===== config.mk =====
export PLATFORM = sky130hd
export DESIGN_NAME = dac_front_end
export DESIGN_NICKNAME = d
export VERILOG_FILES = /design/src/rtl/dac_fe_pkg.sv /design/src/rtl/dac_fe_strobe.sv /design/src/rtl/dac_fe_hold.sv /design/src/rtl/dac_fe_conv.sv /design/src/rtl/dac_front_end.sv
export SDC_FILE = /design/constraint.sdc
export NUM_CORES = 1
export LEC_CHECK = 0
export BUFFER_PORTS_ARGS = -buffer_cell sky130_fd_sc_hd__clkbuf_2
export CAP_MARGIN = 25
export CORE_MARGIN = 3
export CORE_UTILIZATION = 51
export CTS_CLUSTER_SIZE = 24
export DETAILED_ROUTE_END_ITERATION = 10
export GPL_TIMING_DRIVEN = 0
export PLACE_DENSITY = 0.82
export REMOVE_ABC_BUFFERS = 1
export SLEW_MARGIN = 20
export SYNTH_ARGS = -nofsm -noshare
export SYNTH_HDL_FRONTEND = slang
export SYNTH_SLANG_ARGS = --single-unit

===== constraint.sdc =====
create_clock -name clk -period 2 [get_ports clk]
set_input_delay 0.2 -clock clk [delete_from_list [all_inputs] [get_ports clk]]
set_output_delay 0.2 -clock clk [all_outputs]
set_load 0.005 [all_outputs]

===== src/rtl/dac_fe_pkg.sv =====
package dac_fe_pkg;

    // Holding-register operation selected by the two byte enables
    typedef enum logic [1:0] {
        OP_IDLE   = 2'd0,
        OP_HIGH   = 2'd1,
        OP_LOW    = 2'd2,
        OP_SERIAL = 2'd3
    } hold_op_e;

    // Write strobe tracker states
    typedef enum logic {
        STB_RELEASED = 1'b0,
        STB_ASSERTED = 1'b1
    } stb_state_e;

    // Both enables low selects shifting; otherwise one lane or none
    function automatic hold_op_e decode_op(input logic hb_n, input logic lb_n);
        hold_op_e op;
        unique case ({hb_n, lb_n})
            2'b00:   op = OP_SERIAL;
            2'b01:   op = OP_HIGH;
            2'b10:   op = OP_LOW;
            default: op = OP_IDLE;
        endcase
        return op;
    endfunction

endpackage


===== src/rtl/dac_fe_strobe.sv =====
module dac_fe_strobe #(
    parameter int SYNC_STAGES = 2
) (
    input  logic clk,
    input  logic rst_n,
    input  logic wr_n,
    output logic load_pulse
);
    import dac_fe_pkg::*;

    // Synchronizer chain, idle level is high (strobe released)
    logic [SYNC_STAGES-1:0] sync_q;

    genvar g;
    generate
        for (g = 0; g < SYNC_STAGES; g++) begin : g_sync
            if (g == 0) begin : g_first
                always_ff @(posedge clk or negedge rst_n) begin
                    if (!rst_n) sync_q[g] <= 1'b1;
                    else        sync_q[g] <= wr_n;
                end
            end else begin : g_next
                always_ff @(posedge clk or negedge rst_n) begin
                    if (!rst_n) sync_q[g] <= 1'b1;
                    else        sync_q[g] <= sync_q[g-1];
                end
            end
        end
    endgenerate

    logic wr_sync_n;
    assign wr_sync_n = sync_q[SYNC_STAGES-1];

    stb_state_e state_q, state_d;

    // State register
    always_ff @(posedge clk or negedge rst_n) begin
        if (!rst_n) state_q <= STB_RELEASED;
        else        state_q <= state_d;
    end

    // Transitions and output
    always_comb begin
        state_d    = state_q;
        load_pulse = 1'b0;
        unique case (state_q)
            STB_RELEASED: begin
                if (!wr_sync_n) begin
                    state_d    = STB_ASSERTED;  // press
                    load_pulse = 1'b1;
                end
            end
            STB_ASSERTED: begin
                if (wr_sync_n) begin
                    state_d = STB_RELEASED;     // release
                end
            end
            default: state_d = STB_RELEASED;
        endcase
    end

endmodule


===== src/rtl/dac_fe_hold.sv =====
module dac_fe_hold #(
    parameter int BYTE_W  = 8,
    parameter int SER_BIT = 0
) (
    input  logic                  clk,
    input  logic                  rst_n,
    input  logic                  clr_n,
    input  logic                  load,
    input  dac_fe_pkg::hold_op_e  op,
    input  logic [BYTE_W-1:0]     din,
    output logic [2*BYTE_W-1:0]   word
);
    import dac_fe_pkg::*;

    localparam int WORD_W = 2 * BYTE_W;
    localparam int LANES  = 2;

    logic [WORD_W-1:0] shifted;
    assign shifted = {word[WORD_W-2:0], din[SER_BIT]};

    genvar g;
    generate
        for (g = 0; g < LANES; g++) begin : g_lane
            // Lane 1 is the upper byte, lane 0 the lower byte
            localparam hold_op_e LANE_OP = (g == LANES - 1) ? OP_HIGH : OP_LOW;
            logic [BYTE_W-1:0] lane_q, lane_d;

            always_comb begin
                lane_d = lane_q;
                if (!clr_n) begin
                    lane_d = '0;
                end else if (load) begin
                    if (op == OP_SERIAL)   lane_d = shifted[g*BYTE_W +: BYTE_W];
                    else if (op == LANE_OP) lane_d = din;
                end
            end

            always_ff @(posedge clk or negedge rst_n) begin
                if (!rst_n) lane_q <= '0;
                else        lane_q <= lane_d;
            end

            assign word[g*BYTE_W +: BYTE_W] = lane_q;
        end
    endgenerate

endmodule


===== src/rtl/dac_fe_conv.sv =====
module dac_fe_conv #(
    parameter int WORD_W = 16
) (
    input  logic              clk,
    input  logic              rst_n,
    input  logic              clr_n,
    input  logic              load,
    input  logic              xfer_en_n,
    input  logic              ubin_mode,
    input  logic [WORD_W-1:0] hold_word,
    output logic [WORD_W-1:0] code,
    output logic              upd
);
    localparam logic [WORD_W-1:0] TOP_BIT = {1'b1, {(WORD_W-1){1'b0}}};

    logic [WORD_W-1:0] flip, code_d;

    // Straight binary input gets its top bit inverted
    assign flip = ubin_mode ? TOP_BIT : '0;

    always_comb begin
        code_d = code;
        if (!clr_n) begin
            code_d = flip;              // zero output in either coding
        end else if (load && !xfer_en_n) begin
            code_d = hold_word ^ flip;
        end
    end

    always_ff @(posedge clk or negedge rst_n) begin
        if (!rst_n) begin
            code <= '0;
            upd  <= 1'b0;
        end else begin
            code <= code_d;
            upd  <= (code_d != code);
        end
    end

endmodule


===== src/rtl/dac_front_end.sv =====
module dac_front_end #(
    parameter int BYTE_W      = 8,
    parameter int SER_BIT     = 0,
    parameter int SYNC_STAGES = 2,
    localparam int WORD_W     = 2 * BYTE_W
) (
    input  logic              clk,
    input  logic              rst_n,
    input  logic [BYTE_W-1:0] din,
    input  logic              wr_n,
    input  logic              cs_n,
    input  logic              clr_n,
    input  logic              hb_en_n,
    input  logic              lb_en_n,
    input  logic              xfer_en_n,
    input  logic              ubin_mode,
    output logic [WORD_W-1:0] code_out,
    output logic              code_upd
);
    import dac_fe_pkg::*;

    logic              strobe;
    logic              load;
    hold_op_e          op;
    logic [WORD_W-1:0] hold_word;

    assign load = strobe && !cs_n;
    assign op   = decode_op(hb_en_n, lb_en_n);

    dac_fe_strobe #(.SYNC_STAGES(SYNC_STAGES)) u_strobe (
        .clk        (clk),
        .rst_n      (rst_n),
        .wr_n       (wr_n),
        .load_pulse (strobe)
    );

    dac_fe_hold #(.BYTE_W(BYTE_W), .SER_BIT(SER_BIT)) u_hold (
        .clk   (clk),
        .rst_n (rst_n),
        .clr_n (clr_n),
        .load  (load),
        .op    (op),
        .din   (din),
        .word  (hold_word)
    );

    dac_fe_conv #(.WORD_W(WORD_W)) u_conv (
        .clk       (clk),
        .rst_n     (rst_n),
        .clr_n     (clr_n),
        .load      (load),
        .xfer_en_n (xfer_en_n),
        .ubin_mode (ubin_mode),
        .hold_word (hold_word),
        .code      (code_out),
        .upd       (code_upd)
    );

endmodule


Word-level counts from Yosys, hierarchy flattened
Cells that the tools add are included.
- output and inout port bits: 17
- flip-flop bits (word level): 36
- reduce and logical (&&, ||, !) cells: 7
- bitwise operators: 1
- mux-type cells: 14
- equality and inequality tests: 9
- operator list (kind ; number):
    2-to-1 mux 8 bit ; 8
    2-to-1 mux 16 bit ; 3
    inequality test 16 bit ; 1
    XOR 16 bit ; 1
    == test 2 bit (second input constant) ; 3
    inequality test 3 x 1 -> 1 bit (second input constant) ; 2
    case mux 2 bit (3 select lines) ; 1
    == test 2 x 1 -> 1 bit (second input constant) ; 2
    AND reduction 2 bit ; 2
    logical AND 1 bit ; 2
    logical NOT 1 bit ; 2
    logical NOT 2 bit ; 1
    2-to-1 mux 1 bit ; 2
    inequality test 2 x 1 -> 1 bit (second input constant) ; 1

Longest topological paths before layout
Gate-level depths: netlist of run 1.
- depth after elaboration: 7
- depth in mapped cells: 6
- gate-level depth less buffers: 5

Hierarchy
A second synthesis of run 1 with hierarchy kept.
- cells, all modules: 184
- area, all modules: 1871.8 um^2
- modules (own cells, without submodules) (module ; times used ; area an instance (um^2) ; cells an instance ; sequential area each (um^2)):
    dac_fe_conv ; 1 ; 1002.2 ; 122 ; 425.4
    dac_fe_hold ; 1 ; 763.2 ; 54 ; 400.4
    dac_fe_strobe ; 1 ; 85.1 ; 5 ; 77.6
    dac_front_end ; 1 ; 21.3 ; 3 ; 0.0

Worst setup path before layout of run 1
OpenSTA, ideal clock, no wires.
- kind: reg2reg
- start point: register u_conv.code[14]
- end point: register u_conv.upd
- setup slack: 0.592 ns
- period minus slack after synthesis: 1.408 ns
- arrival time: 1.284 ns
- cell stages (with the launch flop): 6
- path through: dfrtp_1 -> inv_1 -> o22ai_1 -> a2111oi_2 -> o2111ai_1 -> a211o_1
- cells in the longest elaborated chain, start to end: 3
- ends and longest elaborated chain (what ; RTL line ; text):
    start: declaration ; dac_fe_conv.sv:11 ; output logic [WORD_W-1:0] code,
    start signal: assignment ; dac_fe_conv.sv:35 ; code <= code_d;
    2-to-1 mux 16 bit ; dac_fe_conv.sv:25 ; end else if (load && !xfer_en_n) begin
    2-to-1 mux 16 bit ; dac_fe_conv.sv:23 ; if (!clr_n) begin
    inequality test 16 bit * ; dac_fe_conv.sv:36 ; upd <= (code_d != code);
    end signal: assignment ; dac_fe_conv.sv:36 ;
    end: declaration ; dac_fe_conv.sv:12 ; output logic upd
Mark *: on every way between the ends. The rest lies on a longest branch, timed or not.
A chain may end at the register's enable or synchronous reset.

Final worst setup path of run 1
- start point: register u_conv.code[3]
- end point: register u_conv.upd
Same word-level chain as after synthesis.

==> results of run 1 <==
[placed cells by master, fill, tap and decap left out, types with 3 or more instances in the layout]
| master | netlist | final |
|---|---|---|
| a21boi_1 | 10 | 10 |
| clkbuf_4 | 0 | 5 |
| o22ai_1 | 4 | 4 |
| a21oi_1 | 16 | 16 |
| inv_1 | 15 | 15 |
| nor4_1 | 3 | 3 |
| nand2_1 | 50 | 50 |
| a22o_1 | 3 | 3 |
| nand2b_1 | 4 | 4 |
| a21boi_0 | 5 | 5 |
| o21ai_0 | 17 | 17 |
| clkbuf_2 | 0 | 33 |
| dfrtp_1 | 34 | 34 |
| nor2b_1 | 9 | 9 |
[layout make-up]
cell class / count / area [µm²] / area share (%)
well taps: 46 / 57.6 / 2.74
clock buffers: 8 / 58.8 / 2.80
inverters: 15 / 56.3 / 2.68
flip-flops and latches: 36 / 903 / 43.0
multi-input cells: 147 / 840 / 40.0
repair buffers: 35 / 185 / 8.81
[through the flow]
stage | utilization, % | worst slack (ns)
finish | 62.0 | 0.425
global route | 62.0 | 0.340
CTS | 62.0 | 0.437
detailed placement | 59.7 | 0.465
global placement | 59.6 | 0.127
floorplan | - | 0.592
[metal layers]
layer / part of all wire, % / wire [µm]
met1: 44 / 1860
met2: 47 / 2010
met3: 7.0 / 296
met4: 1.7 / 74
met5: 0 / 0
[power by group]
| group | total, W | leakage [nW] | switching (W) | internal, W |
|---|---|---|---|---|
| combinational | 0.000130 | 0.400 | 0.0000767 | 0.0000529 |
| sequential | 0.000760 | 0.488 | 0.0000158 | 0.000745 |
| clock | 0.000411 | 0.0326 | 0.000238 | 0.000174 |
[cells in the mapped netlist, drive strengths merged, types with 3 or more instances]
library cell	number	share of area, %
buf	5	1.5
o22ai	4	1.4
nand2	50	10
o21ai	18	4.9
a21oi	16	4.4
clkbuf	3	0.61
dfrtp	34	46
a21boi	15	6.1
nor2b	9	3.1
nor4	4	1.7
a22o	3	1.4
inv	15	3.1
nand2b	4	1.4
[state kept, by name, summed over array words and instances (netlist names)]
name	flops
u_conv.code	16
u_conv.upd	1
u_hold.g_lane.lane_q	16
u_strobe.state_q	1
u_strobe.sync_q	1
u_strobe.wr_sync_n	1
[cells by family after synthesis]
kind of cell              share of synthesized area [%]
DFF                                                49.2
xor gates and xnor gates                          0.477
muxes                                             0.545
AOI/OAI and AO/OA                                  24.0
and+or+nand+nor                                    20.6
buffers and inverters                              5.18
[critical path, delay by kind of cell (launching register included)]
| family | cells | cell delay (ns) |
|---|---|---|
| buffers and inverters | 1 | 0.07 |
| flip-flops | 1 | 0.41 |
| AO/OA/AOI/OAI | 4 | 0.97 |
[worst max-delay path by stage]
stage / endpoint / depth (start not counted) / slack (ns)
5_1_grt: u_conv.upd / 5 / 0.34
4_1_cts: u_conv.upd / 5 / 0.44
6_report: u_conv.upd / 5 / 0.42
3_3_place_gp: u_hold.g_lane[0].lane_q[3] / 5 / 0.13
2_1_floorplan: u_conv.upd / 5 / 0.59
3_5_place_dp: u_conv.upd / 5 / 0.46
[repair_timing]
action,in CTS,in global routing
buffers inserted,0,0
endpoints found under the hold margin,35,0
hold buffers,2,0
resized for setup,0,0
==> metrics.md, run 1 <==
| Metric | Value |
|---|---|
| Reg2Reg Capture Point | u_conv.upd |
| Unrepaired setup endpoints after global routing | no |
| Most used flip-flop cell after synthesis | dfrtp_1 |
| Vias per inst | 5.71 |
| Critical path required time | 2.22 ns |
| Mapped Area | 0.00184 mm² |
| Final Max Slew Viols | 0 |
| CTS Root Cell | clkbuf_4 |
| Met1 GRT Util | 29.7% |
| Start point of the critical path | u_conv.code[3] |
| Std-Cell Rows | 21 |
| Global-route total usage across every layer | 21.6% |
| Element type at the critical path start | register |
| Number of flops mapped to enable cells by yosys | 0 |
| Iteration-0 DRC Markers | 139 |
| Run status | finished clean |
| Hold WS | about 0.12 ns |
| Chip width | 66.0 µm |
| Post-detailed-route wirelength per cell | 14.8 µm |
| Worst max-slew margin expressed relative to the limit | 41.2% |
| Max Fclk | about 0.63 GHz |
| Share of post-route cells with drive strength above 1 | 19.1% |
| Fraction of registers with async set/reset | 100% |
| Yosys warns | 0 |
| Post-Synthesis Cells | 206 |
| CTS tree | done |
| Worst hold path type | input port to register |
| Number of max-cap violations | 0 |
| Setup TNS after final layout | 0 ns |
| Number of buffers inserted during clock tree synthesis | 5 |
| Reg-to-reg slack, setup | 0.42 ns |
| Die area | 0.00435 mm² |
| Busiest layer in global routing | met2 |
| Maximum vdd ir drop | 0.000405 V |
| Nets@finish | about 260 |
| Hold Path Sink | u_hold.g_lane[0].lane_q[0] |
| Antenna-violating nets left | 0 |
| Startpoint of the worst register-to-register path | u_conv.code[3] |
| Antenna violations before repair | 0 |
| Power density over the cells | 619 mW/mm² |
| Sinks on the clock net | 36 |
| Number of primary I/O pins | 34 |
| Via count of the first global-routing pass | 1521 |
| Worst hold stages | 3 |
| Global-route track usage on met2 | 32.9% |
| Minimum clock period | 1.58 ns |
| Average footprint of a synthesized cell | slightly below 9 µm² |
| Post-synthesis sequential element count | 36 |
| Total placed cells including tap cells | 277 |
| Crit path DAT | 1.80 ns |
| Highest fanout seen on the critical path | 4 |
| DRC violation count after routing | 0 |
| Max Buffers Root-to-Sink | 2 |
| Vias | 1640 |
| Worst Clk Skew | 0.0158 ns |
| Number of fill cells | 295 |
| Sum of internal, switching and leakage power | 0.00130 W |
| Number of cell instances on the worst register-to-register path | 5 |
| Cell type of the slowest stage on the worst timing path | dfrtp_1 |
| Sequential area share after synthesis | 49.2% |
| Floorplan die height | ~66 µm |
| Clock transition at the registers of the reported paths | ~0.11 ns |
| Sum of net half-perimeters after detailed placement | 3050 µm |
| Insertion delay to the later sink of the worst-skew pair | 0.35 ns |
| Count of final hold-check violations | 0 |
| Period Utilization, post-route | around 79% |
| Pin count of the biggest net entering global routing | 37 |
| Area growth from synthesis to layout | 14.5% |
| Number of buffers inserted by port buffering | 33 |
| Deepest level of the CTS H-tree | 2 |
| Number of detailed-route iterations in the first pass | 4 |
| List of cells traversed by the critical path | inv_1, a22o_1, a2111oi_0, a31oi_1, a211o_1 |
| First-pass GRT wire length | 7160 µm |
| Peak per-stage delay on the critical path | 0.41 ns |
| Transition time at the pin with the least slew margin | 0.882 ns |
| CORE AREA | 0.00339 mm² |
| Post-route cell area | 0.00210 mm² |
| Effective utilization at floorplan | 54.2% |
| Hold path startpoint | din[0] |
| Sum of overflow across all layers after global routing | 0 |
| Standby leakage power | between 0.9 and 1 nW |
| Filler-free cell count of the finished design | 287 |
| Post-synth cell types | 37 |
| Endpoints failing setup | 0 |
| M3 GR Usage | 6.29% |
| Setup CP Type | register to register |
| Total wire length after detailed routing | 4240 µm |
| Area after DPL | 0.00202 mm² |
| Crit. End Element | register |
| Gp weighted congestion | between 0.9 and 1 |
| Count of inserted antenna diode cells | 0 |
Power figures use the tool's default switching activity.
==> inputs of run 2 (changes only) <==
- CORE_UTILIZATION: 51 -> 49
- PLACE_DENSITY: 0.82 -> 0.83
- clock period: 2 -> 1.4 ns (I/O delays scaled with it)
==> run 2 against run 1 <==
Compared with the run above: power grew 55%; the flow now finishes with violations (negative setup slack); utilization rose by 5.2 points; sequential power is 43% higher; cell count is 4.9% higher; critical path type unchanged; via count grew 4.8%; cell area grew 11%; largest power group unchanged.
==> metrics.md, run 2 (same netlist as run 1, synthesis figures left out) <==
| Metric | Value |
|---|---|
| Run status | finished, violations left |
| Failing checks | negative setup slack |
| Number of max-cap violations | 0 |
| Post-detailed-route wirelength per cell | between 15 and 20 µm |
| Worst hold path type | input port to register |
| Number of buffers inserted by port buffering | 33 |
| Number of buffers inserted during clock tree synthesis | 5 |
| DRC violation count after routing | 0 |
| Highest fanout seen on the critical path | 5 |
| Worst path bufs/invs | 0 |
| Final Max Slew Viols | 0 |
| Iteration-0 DRC Markers | approximately 130 |
| Nets@finish | 271 |
| Sinks on the clock net | 36 |
| Share of post-route cells with drive strength above 1 | 34.1% |
| CORE AREA | 0.00347 mm² |
| Element type at the critical path start | register |
| Hold WS | approximately 0.095 ns |
| Global-route total usage across every layer | 22.8% |
| Count of inserted antenna diode cells | 0 |
| Setup CP Type | register to register |
| Worst max-slew margin expressed relative to the limit | 42.1% |
| Worst Clk Skew | 0.00569 ns |
| Number of fill cells | 296 |
| Antenna-violating nets left | 0 |
| Crit path DAT | 1.63 ns |
| Floorplan die height | 67.2 µm |
| CTS Root Cell | clkbuf_8 |
| Vias per inst | 5.71 |
| Max Fclk | 0.689 GHz |
| Area of combinational cells with multiple inputs | slightly above 900 µm² |
| Max Buffers Root-to-Sink | 2 |
| Maximum vdd ir drop | 0.000722 V |
| Unrepaired setup endpoints after global routing | yes |
| Vias | 1718 |
| Die area | 0.00452 mm² |
| Power density over the cells | 863 mW/mm² |
| Number of primary I/O pins | 34 |
| Transition time at the pin with the least slew margin | 0.868 ns |
| Chip width | slightly below 70 µm |
| Standby leakage power | 1.04 nW |
| Clock transition at the registers of the reported paths | 0.07 ns |
| Most common cell after layout, fill and taps aside | nand2_1 |
| Setup ws final | -0.0517 ns |
| Endpoints failing setup | 10 |
| Antenna violations before repair | 0 |
| FF+latch area | just over 900 µm² |
| Most used cells in the layout excluding fill and tap cells | nand2_1, clkbuf_2, dfrtp_1, o21ai_0, a21oi_1 |
| List of cells traversed by the critical path | o22ai_1, nor4_2, o2111ai_1, a211o_1 |
| Insertion delay to the later sink of the worst-skew pair | 0.29 ns |
| Via count of the first global-routing pass | between 1500 and 2000 |
| Effective utilization at floorplan | 52.9% |
| CTS tree | done |
| Count of final hold-check violations | 0 |
| Sum of net half-perimeters after detailed placement | 3110 µm |
| Gp weighted congestion | 0.944 |
| Sum of overflow across all layers after global routing | 0 |
| First-pass GRT wire length | ~7600 µm |
| Std-Cell Rows | 21 |
| Top delay family on crit path | compound AO/OA/AOI/OAI gates |
| Deepest level of the CTS H-tree | 2 |
| Setup TNS after final layout | -0.176 ns |
| Pin count of the biggest net entering global routing | 37 |
| Critical path required time | 1.58 ns |
| Cell type of the slowest stage on the worst timing path | dfrtp_1 |
| Peak per-stage delay on the critical path | 0.46 ns |
| Number of detailed-route iterations in the first pass | 4 |
| Total wire length after detailed routing | 4740 µm |
| Area growth from synthesis to layout | 27.0% |
| Worst slack at placement | -0.165 ns |
| Period Utilization, post-route | 104% |
| Minimum clock period | 1.45 ns |
| Crit. End Element | register |
| Top flop regs | u_conv.code: 16 flops, u_hold.g_lane.lane_q: 16 flops |
## run 2: cell count changes in the layout (fill, tap and decap cells not counted), sizes merged
cell and delta:
clkinv +1, clkbuf -1, buf +14
## run 2: power by group
part	total [W]	leakage [nW]	internal, W	switching [W]
Sequential	0.00109	0.481	0.00106	0.0000233
Clock	0.000715	0.0422	0.000349	0.000366
Combinational	0.000209	0.515	0.0000907	0.000118
## run 2: timing repair
item	in CTS	in global routing
hold buffers	2	0
endpoints found under the setup margin	28	32
endpoints found under the hold margin	35	0
buffers inserted	14	0
pin swaps	7	7
resized for setup	14	23
## run 2: area by class of cell
class | count | share of cell area [%]
clock buffer | 7 | 3.27
multi-input combinational | 147 | 39.2
clock inverter | 1 | 0.215
sequential | 36 | 39.0
timing repair buffer | 49 | 13.5
tap | 46 | 2.47
inverter | 15 | 2.42
## run 2: routing by layer
metal  share of wire (%)  track usage, %  up-vias
met4                 2.1            9.62        0
li1                    -               -      812
met3                 8.3            5.32       11
met1                  40            28.0      826
met2                  49            38.4       69
met5                   0               0        -
## run 2: worst reg2reg max path: stages, from the launching register on
cell and delay, ns:
dfrtp_1 0.46, o22ai_1 0.13, nor4_2 0.32, o2111ai_1 0.15
a211o_1 0.28
## run 2: final timing paths
| check | slack, ns | end | depth (start not counted) | start |
|---|---|---|---|---|
| setup / recovery | -0.05 | u_conv.upd | 4 | u_hold.g_lane[1].lane_q[1] |
| hold / removal | 0.1 | u_hold.g_lane[0].lane_q[0] | 3 | din[0] |
| setup reg to reg | -0.05 | u_conv.upd | 4 | u_hold.g_lane[1].lane_q[1] |
| hold reg to reg | 0.36 | u_strobe.wr_sync_n | 0 | u_strobe.sync_q[0] |
| max in group asynchronous | 0.31 | u_hold.g_lane[0].lane_q[1] | 2 | rst_n |
| min in group asynchronous | 0.49 | u_conv.code[9] | 2 | rst_n |
## run 2: metrics by stage
step           total power (W)  utilization [%]  instances  cell area (µm²)
6_report               0.00201             67.2        301             2330
5_1_grt                0.00209             67.2        301             2330
4_1_cts                0.00202             65.5        301             2270
3_5_place_dp           0.00129             58.3        277             2020
3_3_place_gp           0.00128             58.2        277             2020
2_1_floorplan          0.00120                -        198             1800
==> inputs of run 3 (changes only) <==
- CTS_BUF_LIST: default -> sky130_fd_sc_hd__clkbuf_16
- PLACE_DENSITY: 0.83 -> 0.75
==> run 3 against run 2 <==
Compared with the run above: the run ends with negative hold slack, negative setup slack left; die area unchanged; cell count decreased by 0.66%; global-route usage decreased by 0.82 points; utilization increased by 4.0 points; routed wire length about the same; power increased by 17%; critical path depth unchanged; combinational power increased by 3%; sequential power about the same; first-iteration DRC count increased by 13%; worst hold slack got worse by 0.12 ns; critical endpoint is now u_conv.code[15]; highest routed layer unchanged.
==> metrics.md, run 3 (same netlist as run 1, synthesis figures left out) <==
| Metric | Value |
|---|---|
| Most common cell after layout, fill and taps aside | nand2_1 |
| Sum of net half-perimeters after detailed placement | 2950 µm |
| Vias per inst | 5.60 |
| List of cells traversed by the critical path | or3_4, or3_1, a21oi_1, a21oi_1 |
| Effective utilization at floorplan | 52.9% |
| Top delay family on crit path | simple AND/OR/NAND/NOR gates |
| CTS tree | done |
| Unrepaired setup endpoints after global routing | yes |
| Cell type of the slowest stage on the worst timing path | or3_4 |
| Area growth from synthesis to layout | 34.6% |
| CORE AREA | approximately 0.0035 mm² |
| Number of primary I/O pins | 34 |
| Post-detailed-route wirelength per cell | 15.9 µm |
| CTS Root Cell | clkbuf_16 |
| Worst max-slew margin expressed relative to the limit | 40.7% |
| Worst hold path type | input port to asynchronous set/reset pin |
| Sinks on the clock net | 36 |
| Start point of the critical path | u_strobe.state_q |
| Post-route cell area | 0.00247 mm² |
| Max Fclk | 0.688 GHz |
| Via count of the first global-routing pass | 1490 |
| Vias | 1673 |
| Endpoints failing setup | 13 |
| Number of buffers inserted during clock tree synthesis | 5 |
| Iteration-0 DRC Markers | approximately 150 |
| Deepest level of the CTS H-tree | 2 |
| Antenna violations before repair | 0 |
| Insertion delay to the later sink of the worst-skew pair | ~0.28 ns |
| Count of final hold-check violations | 34 |
| Period Utilization, post-route | 104% |
| Worst slack at placement | -0.138 ns |
| Die area | 0.00452 mm² |
| Worst Clk Skew | 0.00416 ns |
| Transition time at the pin with the least slew margin | 0.889 ns |
| Count of inserted antenna diode cells | 0 |
| Gp weighted congestion | just over 0.9 |
| Global-route total usage across every layer | 22.0% |
| Top flop regs | u_conv.code: 16 flops, u_hold.g_lane.lane_q: 16 flops |
| Failing checks | negative hold slack, negative setup slack |
| Sum of overflow across all layers after global routing | 0 |
| Crit. End Element | register |
| Maximum vdd ir drop | 0.000769 V |
| Setup ws final | -0.0525 ns |
| Number of fill cells | 307 |
| Number of buffers inserted by port buffering | 33 |
| FF+latch area | around 910 µm² |
| Share of post-route cells with drive strength above 1 | 41.9% |
| Chip width | slightly below 70 µm |
| Clock transition at the registers of the reported paths | about 0.05 ns |
| Area after DPL | 0.00202 mm² |
| Power density over the cells | 950 mW/mm² |
| Floorplan die height | 67.2 µm |
| Standby leakage power | 1.13 nW |
| Nets@finish | 269 |
| Number of max-cap violations | 0 |
| Most used cells in the layout excluding fill and tap cells | nand2_1, clkbuf_2, dfrtp_1, o21ai_0, a21oi_1 |
| First-pass GRT wire length | 7290 µm |
| Setup CP Type | register to register |
| Total wire length after detailed routing | ~4700 µm |
| DRC violation count after routing | 0 |
| Final Max Slew Viols | 0 |
| Element type at the critical path start | register |
| Hold WS | -0.0251 ns |
| Startpoint of the worst register-to-register path | u_strobe.state_q |
| Minimum clock period | 1.45 ns |
| Pin count of the biggest net entering global routing | 37 |
| Critical path required time | 1.54 ns |
| Run status | finished, violations left |
| Std-Cell Rows | 21 |
| Crit path DAT | 1.59 ns |
| Worst path bufs/invs | 0 |
| Most frequent CP cell | a21oi_1 |
| Highest fanout seen on the critical path | 4 |
| Number of detailed-route iterations in the first pass | 4 |
| Peak per-stage delay on the critical path | 0.42 ns |
| Antenna-violating nets left | 0 |
| Area of combinational cells with multiple inputs | 986 µm² |
| Max Buffers Root-to-Sink | 2 |
-- run 3: metal layers --
metal | global-route usage, % | wire length [µm]
met4 | 9.37 | 99
met1 | 29.9 | 1980
met2 | 33.3 | 2320
met5 | 0 | 0
met3 | 5.66 | 347
-- run 3: path summary, 6_finish.rpt --
path	end	slack, ns	depth (start not counted)
max	u_conv.code[15]	-0.05	4
min	u_conv.code[7]	-0.03	1
max reg2reg	u_conv.code[15]	-0.05	4
min reg2reg	u_strobe.wr_sync_n	0.36	0
max in group asynchronous	u_hold.g_lane[0].lane_q[4]	0.81	1
min in group clk	u_hold.g_lane[0].lane_q[0]	0.12	3
-- run 3: area by class of cell --
class,count,area share (%)
clock inverters,3,0.507
flip-flops and latches,36,37.0
clock buffers,5,5.07
inverters,15,2.28
well taps,46,2.33
multi-input cells,147,39.9
repair buffers,47,12.9
-- run 3: metrics by stage --
step	util (%)	hold slack, ns	cells	power (W)	setup TNS, ns
after floorplan	-	-0.156	198	0.00120	-0.00804
after global placement	58.2	0.227	277	0.00128	-5.77
after detailed placement	58.3	0.230	277	0.00129	-0.998
after CTS	65.5	0.000704	293	0.00235	-0.0810
after global routing	71.2	0.0466	299	0.00244	-1.34
final	71.2	-0.0251	299	0.00235	-0.366
-- run 3: what timing repair did --
item                                   in CTS  in global routing
cloned                                      0                  1
hold buffers                                1                  0
endpoints found under the hold margin       1                  0
setup endpoints to repair                  21                 32
resized for setup                          16                 45
pin swaps                                   7                 14
buffers inserted                            7                  5
-- run 3: report_power, final --
part / switching, W / total (W) / internal [W] / leakage, nW
Combinational: 0.000120 / 0.000216 / 0.0000961 / 0.580
Sequential: 0.0000262 / 0.00109 / 0.00107 / 0.475
Clock: 0.000394 / 0.00104 / 0.000642 / 0.0762
Total: 0.000540 / 0.00235 / 0.00181 / 1.13
